**config.mk**
```make
export PLATFORM = sky130hd
export DESIGN_NAME = dnorm_widen
export DESIGN_NICKNAME = d
export VERILOG_FILES = /design/src/rtl/dnw_pkg.sv /design/src/rtl/dnw_qualify.sv /design/src/rtl/dnw_norm.sv /design/src/rtl/dnw_pack.sv /design/src/rtl/dnorm_widen.sv
export SDC_FILE = /design/constraint.sdc
export NUM_CORES = 1
export LEC_CHECK = 0
export BUFFER_PORTS_ARGS = -buffer_cell sky130_fd_sc_hd__buf_2
export CAP_MARGIN = 20
export CORE_ASPECT_RATIO = 0.9
export CORE_MARGIN = 5
export CORE_UTILIZATION = 45
export CTS_BUF_LIST = sky130_fd_sc_hd__clkbuf_8 sky130_fd_sc_hd__clkbuf_16
export DETAILED_ROUTE_END_ITERATION = 7
export GPL_TIMING_DRIVEN = 0
export PLACE_DENSITY = 0.71
export REMOVE_ABC_BUFFERS = 1
export SYNTH_ARGS = -nofsm -noshare
export SYNTH_HDL_FRONTEND = slang
export SYNTH_SLANG_ARGS = --single-unit
```
**constraint.sdc**
```tcl
create_clock -name clk_i -period 4.05 [get_ports clk_i]
set_input_delay 0.6075 -clock clk_i [delete_from_list [all_inputs] [get_ports clk_i]]
set_output_delay 0.6075 -clock clk_i [all_outputs]
set_load 0.02 [all_outputs]
```
**src/rtl/dnw_pkg.sv**
```systemverilog
package dnw_pkg;
  localparam int WORD_W = 32;

  typedef enum logic [0:0] {
    ST_IDLE  = 1'b0,
    ST_SHIFT = 1'b1
  } dnw_state_e;

  typedef struct packed {
    logic [WORD_W-1:0] hi;
    logic [WORD_W-1:0] lo;
  } dnw_words_t;
endpackage

```
**src/rtl/dnw_qualify.sv**
```systemverilog
module dnw_qualify #(
  parameter int SEXP_W = 8,
  parameter int FRAC_W = 23
) (
  input  logic [SEXP_W+FRAC_W-1:0] mag_i,
  output logic                     is_sub_o
);
  logic exp_zero, frac_nz;

  assign exp_zero = (mag_i[SEXP_W+FRAC_W-1 -: SEXP_W] == '0);
  assign frac_nz  = |mag_i[FRAC_W-1:0];
  assign is_sub_o = exp_zero & frac_nz;
endmodule

```
**src/rtl/dnw_norm.sv**
```systemverilog
module dnw_norm #(
  parameter int FRAC_W   = 23,
  parameter int DEXP_W   = 11,
  parameter int EXP_INIT = 897
) (
  input  logic              clk_i,
  input  logic              rst_ni,
  input  logic              load_i,
  input  logic              shift_i,
  input  logic [FRAC_W-1:0] frac_i,
  output logic [FRAC_W:0]   mant_o,
  output logic [DEXP_W-1:0] exp_o,
  output logic              lead_o
);
  localparam logic [DEXP_W-1:0] EXP_START = DEXP_W'(EXP_INIT);

  always_ff @(posedge clk_i or negedge rst_ni) begin
    if (!rst_ni) begin
      mant_o <= '0;
      exp_o  <= '0;
    end else if (load_i) begin
      mant_o <= {1'b0, frac_i};
      exp_o  <= EXP_START;
    end else if (shift_i) begin
      mant_o <= {mant_o[FRAC_W-1:0], 1'b0};
      exp_o  <= exp_o - 1'b1;
    end
  end

  assign lead_o = mant_o[FRAC_W];
endmodule

```
**src/rtl/dnw_pack.sv**
```systemverilog
module dnw_pack
  import dnw_pkg::*;
#(
  parameter int FRAC_W = 23,
  parameter int DEXP_W = 11
) (
  input  logic              sign_i,
  input  logic [DEXP_W-1:0] exp_i,
  input  logic [FRAC_W-1:0] frac_i,
  output dnw_words_t        words_o
);
  localparam int DFRAC_W = 2*WORD_W - 1 - DEXP_W;
  localparam int PAD_W   = DFRAC_W - FRAC_W;
  localparam int HIFR_W  = WORD_W - 1 - DEXP_W;

  logic [DFRAC_W-1:0] frac_d;

  assign frac_d     = {frac_i, {PAD_W{1'b0}}};
  assign words_o.hi = {sign_i, exp_i, frac_d[DFRAC_W-1 -: HIFR_W]};
  assign words_o.lo = frac_d[WORD_W-1:0];
endmodule

```
**src/rtl/dnorm_widen.sv**
```systemverilog
module dnorm_widen
  import dnw_pkg::*;
#(
  parameter int FRAC_W = 23,
  parameter int SEXP_W = 8,
  parameter int DEXP_W = 11,
  parameter int DBIAS  = 1023
) (
  input  logic                            clk_i,
  input  logic                            rst_ni,
  input  logic                            start_i,
  input  logic [1+SEXP_W+FRAC_W-1:0]      value_i,
  output logic                            busy_o,
  output logic                            done_o,
  output logic                            wr_en_o,
  output logic [WORD_W-1:0]               hi_word_o,
  output logic [WORD_W-1:0]               lo_word_o
);
  localparam int SGL_W    = 1 + SEXP_W + FRAC_W;
  localparam int SBIAS    = (1 << (SEXP_W-1)) - 1;
  localparam int EXP_INIT = DBIAS - (SBIAS - 1);

  dnw_state_e        state_q;
  logic              sign_q;
  logic              is_sub, lead, load, shift;
  logic [FRAC_W:0]   mant;
  logic [DEXP_W-1:0] exp_cnt;
  dnw_words_t        packed_w;

  dnw_qualify #(.SEXP_W(SEXP_W), .FRAC_W(FRAC_W)) u_qual (
    .mag_i   (value_i[SGL_W-2:0]),
    .is_sub_o(is_sub)
  );

  assign load  = (state_q == ST_IDLE) && start_i && is_sub;
  assign shift = (state_q == ST_SHIFT) && !lead;

  dnw_norm #(.FRAC_W(FRAC_W), .DEXP_W(DEXP_W), .EXP_INIT(EXP_INIT)) u_norm (
    .clk_i  (clk_i),
    .rst_ni (rst_ni),
    .load_i (load),
    .shift_i(shift),
    .frac_i (value_i[FRAC_W-1:0]),
    .mant_o (mant),
    .exp_o  (exp_cnt),
    .lead_o (lead)
  );

  // implicit leading one is dropped here
  dnw_pack #(.FRAC_W(FRAC_W), .DEXP_W(DEXP_W)) u_pack (
    .sign_i (sign_q),
    .exp_i  (exp_cnt),
    .frac_i (mant[FRAC_W-1:0]),
    .words_o(packed_w)
  );

  always_ff @(posedge clk_i or negedge rst_ni) begin
    if (!rst_ni) begin
      state_q   <= ST_IDLE;
      sign_q    <= 1'b0;
      done_o    <= 1'b0;
      wr_en_o   <= 1'b0;
      hi_word_o <= '0;
      lo_word_o <= '0;
    end else begin
      done_o  <= 1'b0;
      wr_en_o <= 1'b0;
      unique case (state_q)
        ST_IDLE: begin
          if (start_i) begin
            if (is_sub) begin
              state_q <= ST_SHIFT;
              sign_q  <= value_i[SGL_W-1];
            end else begin
              done_o <= 1'b1;
            end
          end
        end
        ST_SHIFT: begin
          if (lead) begin
            state_q   <= ST_IDLE;
            done_o    <= 1'b1;
            wr_en_o   <= 1'b1;
            hi_word_o <= packed_w.hi;
            lo_word_o <= packed_w.lo;
          end
        end
        default: state_q <= ST_IDLE;
      endcase
    end
  end

  assign busy_o = (state_q == ST_SHIFT);
endmodule

```
== After elaboration in Yosys (flattened, before gate mapping) ==
Cells that the tools add are included.
Storage, ports and cells
  register bits after elaboration: 74
  bits in latches: 0
  RAM bits: 0
  memory bits (read-only): 0
  input port bits: 35
  output and inout bits: 67
  word-level logic and storage cells: 33
  memories kept: 0
Cells by class
  $add $sub $neg: 1
  multiply operators: 0
  divide/modulo/power cells: 0
  order comparisons: 0
  equal/unequal tests: 0
  shifts and indexed selects: 0
  muxes and demuxes: 13
  bitwise logic cells: 2
  reductions and logical operators: 9
Operators by type and width (number)
  $mux W24: 2
  $reduce_or A23 Y1: 1
  $mux W11: 2
  $sub A11 B1 Y11 const B: 1
  $logic_not A8 Y1: 1
  $mux W1: 7
  $pmux W1 S2: 2
  $logic_and A1 B1 Y1: 3
  $reduce_and A3 Y1: 1
  $reduce_and A2 Y1: 1
  $reduce_bool A2 Y1: 1
  $and A1 B1 Y1: 1
  $logic_not A1 Y1: 1
  $not A1 Y1: 1

== Longest topological paths before layout ==
Gate-level depths: netlist (run 1).
  word-level depth: 5
  mapped depth: 6
  mapped depth without buffers: 6

== Hierarchy ==
Synthesis (run 1) repeated with hierarchy kept, for this count alone.
Second synthesis, totals
  cells, all modules: 385
  area, all modules: 4959.8 um^2
Modules (own cells, without submodules)
  dnorm_widen: times used 1, cells each 148, area each 2730.1 um^2, sequential area each 1701.6 um^2
  dnw_norm: times used 1, cells each 161, area each 1677.9 um^2, sequential area each 875.8 um^2
  dnw_pack: times used 1, cells each 65, area each 484.2 um^2, sequential area each 0.0 um^2
  dnw_qualify: times used 1, cells each 11, area each 67.6 um^2, sequential area each 0.0 um^2

== Worst setup path after synthesis (run 1) ==
No wires, ideal clock.
  path type: input to register
  start point: input value_i[5]
  end point: register u_norm.mant_o[10]
  setup time: 0.125 ns
  arrival: 2.017 ns
  data required time: 3.925 ns
  slack: 1.908 ns
  stages on the path: 6
  path buffers: 2
  path through: or4_1 -> nor2_2 -> a211o_1 -> buf_6 -> buf_12 -> mux2_4
On the way
  longest elaborated chain between the ends: 4
  elaborated cells between the ends (all ways): 5
  classes of those cells: mux (1); bitwise (1); reduce/logical (3)
Ends and longest elaborated chain
  from (decl): line dnorm_widen.sv:12  | input logic [1+SEXP_W+FRAC_W-1:0] value_i,
  $reduce_or A23 Y1 (*): line dnw_qualify.sv:11  | assign frac_nz = |mag_i[FRAC_W-1:0];
  $and A1 B1 Y1 (*): line dnw_qualify.sv:12  | assign is_sub_o = exp_zero & frac_nz;
  $logic_and A1 B1 Y1 (*): line dnorm_widen.sv:35  | assign load = (state_q == ST_IDLE) && start_i && is_sub;
  $mux W24 or $reduce_bool A2 Y1 (tied branches)
  to (signal assigned): line dnw_norm.sv:22  | mant_o <= {1'b0, frac_i};
  to (signal assigned): line dnw_norm.sv:25  | mant_o <= {mant_o[FRAC_W-1:0], 1'b0};
  to (decl): line dnw_norm.sv:11  | output logic [FRAC_W:0] mant_o,
Every way passes the cells marked *; elsewhere a longest branch is shown, timed or not.
A chain may end at the register's enable or synchronous reset.

== Worst setup path after layout (run 1) ==
  start point: input value_i[0]
  end point: register u_norm.mant_o[5]
Same word-level chain as after synthesis.

==> summary.md, run 1 <==
| Metric | Value |
|---|---|
| DIE AREA | `9630 sq um` |
| Clock Path Buffers | `2` |
| Worst EP arrival | `2.66 ns` |
| Remaining Overflow, GRT | `0` |
| Switch Pwr | `350 uW` |
| Core footprint | `7540 sq um` |
| Via count | `2344` |
| CP Class | `in -> reg` |
| Ratio of final minimum period to clock period | `60.0%` |
| Net Sw Frac | `24.5%` |
| Synth Flop Type | `dfrtp_1` |
| TNS Setup | `0 ns` |
| Hold buffers post-CTS | `0` |
| Status | `finished, final reports clean` |
| Warnings from Yosys | `0` |
| Clock slew at the register clock pins of the worst setup and hold paths | `0.08 ns` |
| Fill count | `669` |
| Detailed-route DRC error count | `0` |
| Number of setup buffers added after CTS | `0` |
| Power Density | `352 nW/um^2` |
| Post-Synth Adder-Cell Area | `0.358%` |
| Share of layout cells above drive strength 1 | `39.4%` |
| Routability cong. | `0.759` |
| Max cap viols | `0` |
| Tot Pwr | `1430 uW` |
| Final Hold Vio Count | `0` |
| Port Buffers | `72` |
| Final worst path period need | `2.43 ns` |
| Via density | `4.86` |
| Mapped Cells | `309` |
| Area grow syn2layout | `16.0%` |
| Register area | `1850 sq um` |
| ANT nets after route | `0` |
| Multiplexer area fraction after synthesis | `19.8%` |
| Sequential share of power | `54.4%` |
| Multi-input logic area | `1440 sq um` |
| Maximum clock frequency | `412 MHz` |
| EDFF count, synth | `0` |
| TritonRoute pass-1 iters | `4` |
| Post-synthesis compound-gate area fraction | `1.97%` |
| Slew @ Worst Pin | `0.916 ns` |
| Post-Syn Area per Cell | `11.3 sq um` |
| RSZ-0062 raised after global routing | `false` |
| DP HPWL | `4820 um` |
| Site Rows | `30` |
| Max IR drop VDD | `207 uV` |
| Register area share after synthesis | `53.0%` |
| Worst hold path type | `in -> async` |
| Synth Cell Area | `3490 sq um` |
| Drt total wl | `7050 um` |
| Initial drt markers | `37` |
| Startpoint types | `input port` |
| First-pass GRT wire length | `11800 um` |
| Synth Area in XOR/XNOR | `1.75%` |
| Largest net degree at the start of global routing | `74` |
| Routed length per instance | `14.6 um` |
| Die Wd | `103 um` |
| Slew Limit Headroom | `38.7%` |
| Initial Util | `46.3%` |
| Largest family of logic cells by synthesized area | `multiplexers` |
| Die Y | `93.6 um` |
| Fin. max-slew vios | `0` |
| Cell Int Power | `1080 uW` |
| Critical path peak fanout | `17` |
| Logic pwr share | `7.6%` |
| Ys async rst share | `100%` |
| # resized after CTS | `0` |
| Worst Clk Skew | `0.0112 ns` |
| Post-synthesis simple-gate area fraction | `13.9%` |
| #FFs+latches synth | `74` |
| Final nets | `418` |
| Ant diodes | `0` |
| Worst R2R Start | `busy_o` |
| Yosys cell types | `32` |
| Antenna violations before repair | `0` |
| CP Data Required Time | `4.28 ns` |
| Total CTS buffers | `9` |
| Final setup fails | `0` |
| Number of I/O pins | `102` |
| CP Launch Point | `value_i[0]` |
| Worst setup EP type | `flop` |
| LEAKAGE | `0.00214 uW` |
| Htree depth | `3` |
| Root buffer cell | `clkbuf_8` |
| Clock share of power | `38.0%` |
| GRT Overall Usage | `15.7%` |
| Vias in the first global route | `2389` |
| CTS tree | `built` |
| Clock Sink Count | `74` |
| Skew-Pair Late Insertion Delay | `0.34 ns` |
-- critical path: stages --
cell	delay [ns]
buf_2	0.10
nor4_1	0.42
and4_1	0.35
a211o_1	0.58
buf_16	0.25
mux2_2	0.35
-- flip-flops by register name, summed over array words and instances, names as in the netlist --
name,count
wr_en_o,1
hi_word_o,32
u_norm.exp_o,11
u_norm.mant_o,24
sign_q,1
done_o,1
lo_word_o,3
busy_o,1
-- cell families (layout without fill, tap and decap cells) --
logic type,count (synthesis),count (layout)
buffers and inverters,46,95
AO/OA/AOI/OAI,11,11
flip-flops,74,74
XOR/XNOR,7,7
adder cells (fa/ha/maj),1,1
other,1,29
multiplexers,57,57
AND/OR/NAND/NOR,112,112
-- layout by cell type (no fill, tap or decap), drive strengths merged, types with 2 or more instances in the layout --
cell type / n
nand2: 78
buf: 76
dfrtp: 74
mux2: 56
conb: 29
nor2: 11
clkbuf: 9
nor4: 8
xnor2: 7
clkinv: 5
inv: 4
a21oi: 4
o21ai: 4
nor3: 3
or4: 3
nand2b: 2
a211oi: 2
-- per-stage QoR --
step | instances | hold slack, ns | setup slack [ns] | utilization [%] | cell area [sq um]
3_5_place_dp | 466 | 0.407 | 1.22 | 51.1 | 3860
4_1_cts | 481 | 0.0171 | 1.60 | 53.5 | 4040
6_report | 482 | 0.0437 | 1.62 | 53.7 | 4050
2_1_floorplan | 295 | 0.312 | 1.41 | - | 3300
5_1_grt | 482 | 0.0128 | 1.59 | 53.7 | 4050
3_3_place_gp | 463 | 0.463 | 0.913 | 50.1 | 3780
-- power by group through the flow --
stage               registers, uW  logic, uW  clock network (uW)
floorplan                     790       58.1                   0
global placement              790        102                   0
detailed placement            791        108                   0
CTS                           776        108                 569
global route                  780        121                 601
finish                        777        108                 543
-- worst paths after layout --
| path | to | slack [ns] | depth (start not counted) |
|---|---|---|---|
| max in group asynchronous | sign_q | 3.44 | 2 |
| setup reg to reg | u_norm.mant_o[9] | 2.12 | 4 |
| hold reg to reg | hi_word_o[20] | 0.49 | 2 |
| setup / recovery | u_norm.mant_o[5] | 1.62 | 6 |
| hold / removal | hi_word_o[26] | 0.04 | 1 |
| min in group clk_i | hi_word_o[20] | 0.49 | 2 |
-- layer usage --
metal  track usage [%]  part of all wire [%]  wire [um]
met1              21.7                    45       3180
met2              23.4                    47       3290
met3              5.59                   7.3        516
met4              4.31                  0.92         65
met5                 0                     0          0
-- synthesized netlist by cell type, types with 2 or more instances --
master     n  area, sq um
nand2_1   78          293
dfrtp_1   74         1850
mux2_2    42          473
buf_4     29          218
mux2_4    14          210
clkbuf_1  10         37.5
nor2_1    10         37.5
nor4_1     8         50.1
xnor2_1    7         61.3
a21oi_1    4         20.0
inv_1      4         15.0
o21ai_0    4         20.0
nor3_1     3         15.0
or4_1      3         22.5
nand2b_1   2         12.5
-- area by class of cell --
type | count | area share, %
clock buffer | 9 | 3.06
inverter | 4 | 0.370
timing repair buffer | 76 | 11.0
sequential | 74 | 45.7
multi-input combinational | 217 | 35.4
tap | 96 | 2.96
clock inverter | 6 | 1.45
(Power assumes the default switching activity.)
==> run 2, diff against run 1 <==
PLACE_DENSITY = 0.74   (was 0.71)
clock period = 2.2 ns   (was 4.05 ns; I/O delays follow)
==> summary.md, run 2 (synthesis results as in run 1) <==
| Metric | Value |
|---|---|
| WHS | `0.220 ns` |
| Drt total wl | `6960 um` |
| Worst EP arrival | `2.21 ns` |
| Slew Limit Headroom | `38.7%` |
| Most frequent cells in the layout | `nand2_1, dfrtp_1, buf_2` |
| GR Layer Usage met3 | `4.47%` |
| Met1 GRT Util | `21.0%` |
| DIE AREA | `9630 sq um` |
| M2 GR Usage | `24.1%` |
| CTS tree | `built` |
| Net Sw Frac | `25.3%` |
| CP Class | `in -> reg` |
| Share of layout cells above drive strength 1 | `39.2%` |
| Core footprint | `7540 sq um` |
| Initial Util | `46.3%` |
| ANT nets after route | `0` |
| Final Hold Vio Count | `0` |
| Reg2Reg Setup Slack | `0.32 ns` |
| Number of setup buffers added after CTS | `0` |
| Fin. max-slew vios | `0` |
| Logic pwr share | `7.8%` |
| Detailed-route DRC error count | `0` |
| Sequential share of power | `56.0%` |
| Skew-Pair Late Insertion Delay | `0.34 ns` |
| Largest register FFs | `32` |
| Placed inst area | `3840 sq um` |
| Max IR drop VDD | `341 uV` |
| DP HPWL | `4940 um` |
| FF-to-FF path depth | `4` |
| Final nets | `419` |
| Worst hold path type | `in -> reg` |
| Max cap viols | `0` |
| Vias in the first global route | `2407` |
| Register name with the most flops | `hi_word_o` |
| Antenna violations before repair | `0` |
| Worst setup EP type | `flop` |
| Clock Sink Count | `74` |
| Worst Clk Skew | `0.00831 ns` |
| Power Density | `631 nW/um^2` |
| Worst R2R Start | `busy_o` |
| Site Rows | `30` |
| Critical path peak fanout | `18` |
| Switch Pwr | `645 uW` |
| Maximum clock frequency | `505 MHz` |
| Routed length per instance | `14.4 um` |
| Final setup fails | `0` |
| GRT Overall Usage | `15.7%` |
| Top Registers | `hi_word_o (32), u_norm.mant_o (24), u_norm.exp_o (11)` |
| Routability cong. | `0.751` |
| Status | `finished, final reports clean` |
| Die Wd | `103 um` |
| Final Cell Area | `4040 sq um` |
| Cell Int Power | `1910 uW` |
| LEAKAGE | `0.00214 uW` |
| Largest net degree at the start of global routing | `74` |
| Ratio of final minimum period to clock period | `89.9%` |
| Port Buffers | `72` |
| CP Data Required Time | `2.43 ns` |
| Final worst path period need | `1.98 ns` |
| Number of I/O pins | `102` |
| Initial drt markers | `60` |
| Clock Path Buffers | `2` |
| Total CTS buffers | `9` |
| FF-to-FF End | `u_norm.mant_o[21]` |
| Max stage delay on crit path | `0.54 ns` |
| Critical path depth in cells | `6` |
| Startpoint types | `input port` |
| Area grow syn2layout | `15.7%` |
| Remaining Overflow, GRT | `0` |
| First-pass GRT wire length | `11700 um` |
| Die Y | `93.6 um` |
| Via count | `2345` |
| Critical Path End | `u_norm.mant_o[21]` |
| Busiest grt layer | `met2` |
| CP Launch Point | `value_i[5]` |
| Root buffer cell | `clkbuf_8` |
| Clock slew at the register clock pins of the worst setup and hold paths | `0.07 ns` |
| CP cell instances | `buf_2 -> or4_1 -> nor2_2 -> a211o_2 -> buf_8 -> mux2_4` |
| RSZ-0062 raised after global routing | `false` |
| TritonRoute pass-1 iters | `4` |
| Commonest non-fill, non-tap cell in the layout | `nand2_1` |
| Worst path bufs/invs | `2` |
| Ant diodes | `0` |
| Slew @ Worst Pin | `0.917 ns` |
| Htree depth | `3` |
| Clock share of power | `36.2%` |
| Crit-path slowest cell | `or4_1` |
| Via density | `4.85` |
| CP delay by family, top | `simple AND/OR/NAND/NOR gates` |
-- run 2: how the worst min path moves through the flow --
stage / from / end / depth (start not counted)
floorplan: rst_ni / busy_o / 0
global placement: hi_word_o[21] / hi_word_o[21] / 2
detailed placement: rst_ni / hi_word_o[26] / 1
CTS: value_i[31] / sign_q / 2
global route: value_i[31] / sign_q / 2
finish: value_i[31] / sign_q / 2
-- run 2: final cells by class --
| class | count | area [sq um] |
|---|---|---|
| repair buffers | 77 | 445 |
| flip-flops and latches | 74 | 1850 |
| clock inverters | 6 | 35.0 |
| clock buffers | 10 | 138 |
| fillers | 688 | 3500 |
| multi-input cells | 217 | 1440 |
| inverters | 4 | 15.0 |
| well taps | 96 | 120 |
-- run 2: repair_timing --
item                                    in CTS  in global routing
endpoints found under the hold margin        1                  0
hold buffers                                 1                  0
gates resized for setup                      1                  0
endpoints found under the setup margin       6                  0
-- run 2: per-stage QoR --
| step | std cells | worst slack [ns] | utilization, % | total power, uW | TNS, ns |
|---|---|---|---|---|---|
| 4_1_cts | 483 | 0.155 | 53.4 | 2580 | 0 |
| 2_1_floorplan | 295 | -0.163 | - | 1560 | -2.73 |
| 3_3_place_gp | 463 | -0.680 | 50.1 | 1640 | -18.07 |
| 6_report | 484 | 0.221 | 53.6 | 2550 | 0 |
| 3_5_place_dp | 466 | -0.457 | 50.9 | 1660 | -8.75 |
| 5_1_grt | 484 | 0.153 | 53.6 | 2680 | 0 |
-- run 2: metal layers --
layer	part of all wire, %	wire length [um]	vias up
li1	-	-	1128
met1	44	3090	1144
met2	48	3340	64
met3	6.5	456	9
met4	1.1	76	0
met5	0	0	-
-- run 2: power groups by stage --
stage | sequential [uW] | clock (uW) | combinational, uW
CTS | 1430 | 946 | 201
detailed placement | 1460 | 0 | 199
global route | 1440 | 1020 | 225
finish | 1430 | 923 | 199
global placement | 1450 | 0 | 187
floorplan | 1450 | 0 | 107
